`src/rtl/hit_seq_pkg.sv`:
```
package hit_seq_pkg;

    // Fixed timing of the staggered reset release, counted from the assert edge
    localparam int MIN_SAMPLE_DLY = 2;
    localparam int PREAMP_HOLD    = 2;
    localparam int SHAPER_HOLD    = 3;
    localparam int CORE_BASE_HOLD = 4;

    typedef enum logic [1:0] {
        ST_IDLE   = 2'd0,
        ST_DELAY  = 2'd1,
        ST_STROBE = 2'd2,
        ST_RESET  = 2'd3
    } seq_state_e;

    // Raise a programmed delay to the allowed minimum
    function automatic int unsigned clamp_dly(input int unsigned v);
        return (v < MIN_SAMPLE_DLY) ? MIN_SAMPLE_DLY : v;
    endfunction

    // Terminal count of the reset phase (counter value seen on the release edge)
    function automatic int unsigned core_last(input int unsigned extra);
        return CORE_BASE_HOLD - 1 + extra;
    endfunction

endpackage

```
`src/rtl/hit_sync.sv`:
```
module hit_sync #(
    parameter int STAGES = 2
) (
    input  logic clk,
    input  logic rst,
    input  logic hit_in,
    output logic hit_rise
);
    logic [STAGES-1:0] chain;
    logic              prev;

    generate
        for (genvar g = 0; g < STAGES; g++) begin : g_stage
            if (g == 0) begin : g_first
                always_ff @(posedge clk) begin
                    if (rst) chain[0] <= 1'b0;
                    else     chain[0] <= hit_in;
                end
            end else begin : g_next
                always_ff @(posedge clk) begin
                    if (rst) chain[g] <= 1'b0;
                    else     chain[g] <= chain[g-1];
                end
            end
        end
    endgenerate

    always_ff @(posedge clk) begin
        if (rst) prev <= 1'b0;
        else     prev <= chain[STAGES-1];
    end

    assign hit_rise = chain[STAGES-1] & ~prev;

endmodule

```
`src/rtl/seq_ctrl.sv`:
```
module seq_ctrl
    import hit_seq_pkg::*;
#(
    parameter int DLY_W  = 8,
    parameter int HOLD_W = 8,
    parameter int CNT_W  = 10
) (
    input  logic              clk,
    input  logic              rst,
    input  logic              hit_rise,
    input  logic [DLY_W-1:0]  sample_dly,
    input  logic [HOLD_W-1:0] extra_hold,
    output seq_state_e        state,
    output logic [CNT_W-1:0]  cnt
);
    typedef struct packed {
        logic [CNT_W-1:0] dly_last;   // counter value on the edge that enters the strobe
        logic [CNT_W-1:0] core_last;  // counter value on the edge that releases the core reset
    } seq_cfg_t;

    seq_cfg_t cfg_q;
    seq_cfg_t cfg_new;

    always_comb begin
        cfg_new.dly_last  = CNT_W'(clamp_dly(32'(sample_dly)) - 1);
        cfg_new.core_last = CNT_W'(core_last(32'(extra_hold)));
    end

    always_ff @(posedge clk) begin
        if (rst) begin
            state <= ST_IDLE;
            cnt   <= '0;
            cfg_q <= '0;
        end else begin
            case (state)
                ST_IDLE: begin
                    cnt <= '0;
                    if (hit_rise) begin
                        state <= ST_DELAY;
                        cfg_q <= cfg_new;
                    end
                end
                ST_DELAY: begin
                    if (cnt == cfg_q.dly_last) begin
                        state <= ST_STROBE;
                        cnt   <= '0;
                    end else begin
                        cnt <= cnt + 1'b1;
                    end
                end
                ST_STROBE: begin
                    state <= ST_RESET;
                    cnt   <= '0;
                end
                ST_RESET: begin
                    if (cnt == cfg_q.core_last) begin
                        state <= ST_IDLE;
                        cnt   <= '0;
                    end else begin
                        cnt <= cnt + 1'b1;
                    end
                end
                default: begin
                    state <= ST_IDLE;
                    cnt   <= '0;
                end
            endcase
        end
    end

endmodule

```
`src/rtl/rst_stagger.sv`:
```
module rst_stagger
    import hit_seq_pkg::*;
#(
    parameter int CNT_W = 10
) (
    input  seq_state_e       state,
    input  logic [CNT_W-1:0] cnt,
    output logic             sample_stb,
    output logic             rst_preamp,
    output logic             rst_shaper,
    output logic             rst_core,
    output logic             busy
);
    logic in_reset;

    always_comb begin
        in_reset   = (state == ST_RESET);
        sample_stb = (state == ST_STROBE);
        rst_preamp = in_reset && (cnt < CNT_W'(PREAMP_HOLD));
        rst_shaper = in_reset && (cnt < CNT_W'(SHAPER_HOLD));
        rst_core   = in_reset;
        busy       = (state != ST_IDLE);
    end

endmodule

```
`src/rtl/hit_seq_top.sv`:
```
module hit_seq_top
    import hit_seq_pkg::*;
#(
    parameter int DLY_W       = 8,
    parameter int HOLD_W      = 8,
    parameter int SYNC_STAGES = 2
) (
    input  logic              clk,
    input  logic              rst,
    input  logic              hit_in,
    input  logic [DLY_W-1:0]  sample_dly,
    input  logic [HOLD_W-1:0] extra_hold,
    output logic              sample_stb,
    output logic              rst_preamp,
    output logic              rst_shaper,
    output logic              rst_core,
    output logic              busy
);
    localparam int MAX_W = (DLY_W > HOLD_W) ? DLY_W : HOLD_W;
    localparam int CNT_W = MAX_W + 2;

    logic             hit_rise;
    logic             hit_take;
    seq_state_e       state;
    logic [CNT_W-1:0] cnt;

    hit_sync #(.STAGES(SYNC_STAGES)) u_sync (
        .clk      (clk),
        .rst      (rst),
        .hit_in   (hit_in),
        .hit_rise (hit_rise)
    );

    // A rising edge is taken only while idle; during a readout it is dropped
    assign hit_take = hit_rise & (state == ST_IDLE);

    seq_ctrl #(.DLY_W(DLY_W), .HOLD_W(HOLD_W), .CNT_W(CNT_W)) u_ctrl (
        .clk        (clk),
        .rst        (rst),
        .hit_rise   (hit_take),
        .sample_dly (sample_dly),
        .extra_hold (extra_hold),
        .state      (state),
        .cnt        (cnt)
    );

    rst_stagger #(.CNT_W(CNT_W)) u_stagger (
        .state      (state),
        .cnt        (cnt),
        .sample_stb (sample_stb),
        .rst_preamp (rst_preamp),
        .rst_shaper (rst_shaper),
        .rst_core   (rst_core),
        .busy       (busy)
    );

endmodule

```
`config.mk`:
```
export PLATFORM = sky130hd
export DESIGN_NAME = hit_seq_top
export DESIGN_NICKNAME = d
export VERILOG_FILES = /design/src/rtl/hit_seq_pkg.sv /design/src/rtl/hit_sync.sv /design/src/rtl/seq_ctrl.sv /design/src/rtl/rst_stagger.sv /design/src/rtl/hit_seq_top.sv
export SDC_FILE = /design/constraint.sdc
export NUM_CORES = 1
export LEC_CHECK = 0
export BUFFER_PORTS_ARGS = -buffer_cell sky130_fd_sc_hd__buf_2
export CORE_MARGIN = 2
export CORE_UTILIZATION = 40
export CTS_CLUSTER_SIZE = 30
export DETAILED_ROUTE_END_ITERATION = 8
export GPL_TIMING_DRIVEN = 0
export PLACE_DENSITY = 0.55
export SETUP_SLACK_MARGIN = 0.2
export SLEW_MARGIN = 20
export SYNTH_ARGS = -nofsm -noshare
export SYNTH_HDL_FRONTEND = slang
export SYNTH_SLANG_ARGS = --single-unit
```
`constraint.sdc`:
```
create_clock -name clk -period 2 [get_ports clk]
set_input_delay 0.5 -clock clk [delete_from_list [all_inputs] [get_ports clk]]
set_output_delay 0.5 -clock clk [all_outputs]
set_load 0.05 [all_outputs]
```
==> impl_metrics.json <==
{
  "min_period_over_period": 0.965,
  "viasPerCell": 5.08,
  "ir_drop_uv": 421,
  "die_width_um": 71.0,
  "n_fill_cell": 433,
  "synth_fa_ha_area_frac": 0.0557,
  "criticalPathCategory": "flip-flop to output pin",
  "rsz0062_at_grt": "true",
  "final_common_cell": "nor2_1",
  "synth_compound_area_frac": 0.115,
  "num_vias": 1510,
  "cts_tree": "yes",
  "cts_made_buffers": 5,
  "wl_per_cell_um": 13.3,
  "n_antenna_cell": 0,
  "grt_overflow": 0,
  "cts_root_buf": "clkbuf_8",
  "syn_area_per_cell_um2": 8.64,
  "fmax_mhz": 518,
  "clock_path_buffers": 2,
  "syn_area_um2": 1800,
  "first_pass_iters": 4,
  "leakage_uw": 0.000918,
  "synthMuxAreaShare": 0.0111,
  "core_area_um2": 4350,
  "syn_to_final_growth_pct": 28.6,
  "clock_latency_ns": 0.28,
  "fin_area_um2": 2310,
  "dpl_cell_area_um2": 2010,
  "die_h_um": 71.0,
  "wl_um": 3950,
  "synth_cell_type_count": 33,
  "worst_slew_pin_slew_ns": 0.494,
  "yosysTopAreaCell": "dfxtp_1",
  "syn_nets": 235,
  "clk_pin_slew_ns": 0.07,
  "rows": 24,
  "boundaryPins": 24,
  "crit_fanout": 5,
  "slew_viol_final": 0,
  "final_antenna_net_count": 0,
  "yosysSeqAreaShare": 0.379,
  "synth_top_area_share": 0.379,
  "holdCritStartpoint": "hit_in",
  "period_needed_ns": 1.93,
  "grt_pass1_wl_um": 6940,
  "port_buffers": 22,
  "drtIter0Drc": 53,
  "endpoint_kind": "output pin",
  "ys_seq_elements": 34,
  "grt_usage": 0.174,
  "status": "completed",
  "cap_violations": 0,
  "cts_hold_buf": 0,
  "die_area_um2": 5040,
  "whs_ns": 0.452,
  "hold_violations": 0,
  "netlist_top_cells_area": "dfxtp_1, xor2_1, xnor2_1",
  "initial_core_util": 0.413,
  "grt_pass1_vias": 1508,
  "cts_num_sinks": 34,
  "crit_path_start_kind": "flip-flop",
  "powerDensity_nw_per_um2": 837,
  "worst_ep_required_time_ns": 1.50,
  "setup_viol_count_final": 0,
  "worstSetupStartpoint": "u_ctrl.cnt[6]",
  "synth_cells": 208,
  "hpwlAfterDp_um": 2880,
  "layout.nets": 271,
  "drive_gt1_frac": 0.294,
  "final_cell_mix": "nor2_1, dfxtp_1, xor2_1, buf_2, xnor2_1",
  "antenna_found_initial": 0,
  "layout_setup_ws_ns": 0.0695,
  "synth_top_family_by_area": "simple AND/OR/NAND/NOR gates",
  "maxSlewHeadroom": 0.671,
  "yosys_warnings": 0,
  "finClkSkew_ns": 0.00764,
  "synth_edf_count": 0,
  "gp_congestion": 0.730,
  "rr_startpoint": "u_ctrl.cnt[7]",
  "htree_levels": 2,
  "synth-xor-area-share": 0.175,
  "yosys_most_used_dff": "dfxtp_1",
  "place_ws_ns": -0.00729,
  "drc": 0,
  "synth-simple-area-share": 0.217,
  "arrival_ns": 1.43,
  "grt_max_degree": 11,
  "synthArstFlopShare": 0,
  "hold_path.class": "input port to flip-flop"
}
## cells by family (layout without fill, tap and decap cells)
group | after synthesis | in the layout
flops | 34 | 34
simple gates | 82 | 82
mux | 2 | 2
xor+xnor | 36 | 36
buf+inv | 19 | 56
fa+ha+maj | 8 | 8
compound gates | 27 | 27
## registers in the layout (all words and copies together) (netlist names)
register and cells:
u_sync.prev 1, u_ctrl.cnt 10, u_sync.chain 2, u_ctrl.cfg_q 19
u_ctrl.state 2
## stage by stage
step | power, uW | utilization | TNS (ns) | cells
6_report | 1930 | 0.530 | 0 | 297
5_1_grt | 2050 | 0.530 | -0.00640 | 297
4_1_cts | 1860 | 0.506 | 0 | 295
3_5_place_dp | 1280 | 0.461 | -0.00729 | 282
3_3_place_gp | 1270 | 0.461 | -0.0741 | 282
2_1_floorplan | 1160 | - | 0 | 208
## timing repair
action	CTS	global route
pin swaps	9	4
setup buffers	5	2
resized for setup	24	24
gates cloned	0	0
setup endpoints to repair	23	27
## Yosys cell counts (3+ instances only)
master,n
xnor2_1,17
clkbuf_1,8
buf_2,4
a21oi_1,4
nand2b_1,3
dfxtp_1,34
nor3_1,4
a211oi_1,15
nor4_1,4
xor2_1,19
nand4_1,4
nor2b_1,4
nand2_1,9
nand3_1,8
nor2_1,36
ha_1,8
inv_1,6
and3_1,4
## area by class of cell
| type | count | area [um2] | area share |
|---|---|---|---|
| timing repair buffer | 29 | 189 | 0.0818 |
| tap | 52 | 65.1 | 0.0282 |
| inverter | 6 | 22.5 | 0.00975 |
| clock buffer | 7 | 86.3 | 0.0374 |
| buffer | 13 | 95.1 | 0.0412 |
| sequential | 34 | 689 | 0.298 |
| multi-input combinational | 155 | 1160 | 0.501 |
| clock inverter | 1 | 5.00 | 0.00217 |
## power breakdown
group          internal [uW]  switching [uW]  total (uW)
Combinational            278             350         628
Clock                    278             240         518
Sequential               734            53.3         787
## final timing paths
kind                                         to  slack [ns]  cells after the start
worst max-delay path                 rst_shaper        0.07                      5
worst min-delay path            u_sync.chain[0]        0.45                      2
worst max register to register  u_ctrl.state[0]        0.20                      7
worst min register to register  u_sync.chain[1]        0.45                      1
## critical path: stages (launching register included)
cell	delay [ns]
dfxtp_2	0.37
nor4_4	0.24
nand4b_1	0.13
buf_4	0.17
nor2_4	0.08
buf_8	0.15
## metal layers
metal	wire (um)	track usage
met5	0	0
met4	34	0.0503
met3	112	0.0399
met2	1800	0.274
met1	2000	0.238
Note: power is estimated with default switching activity, not from simulation.
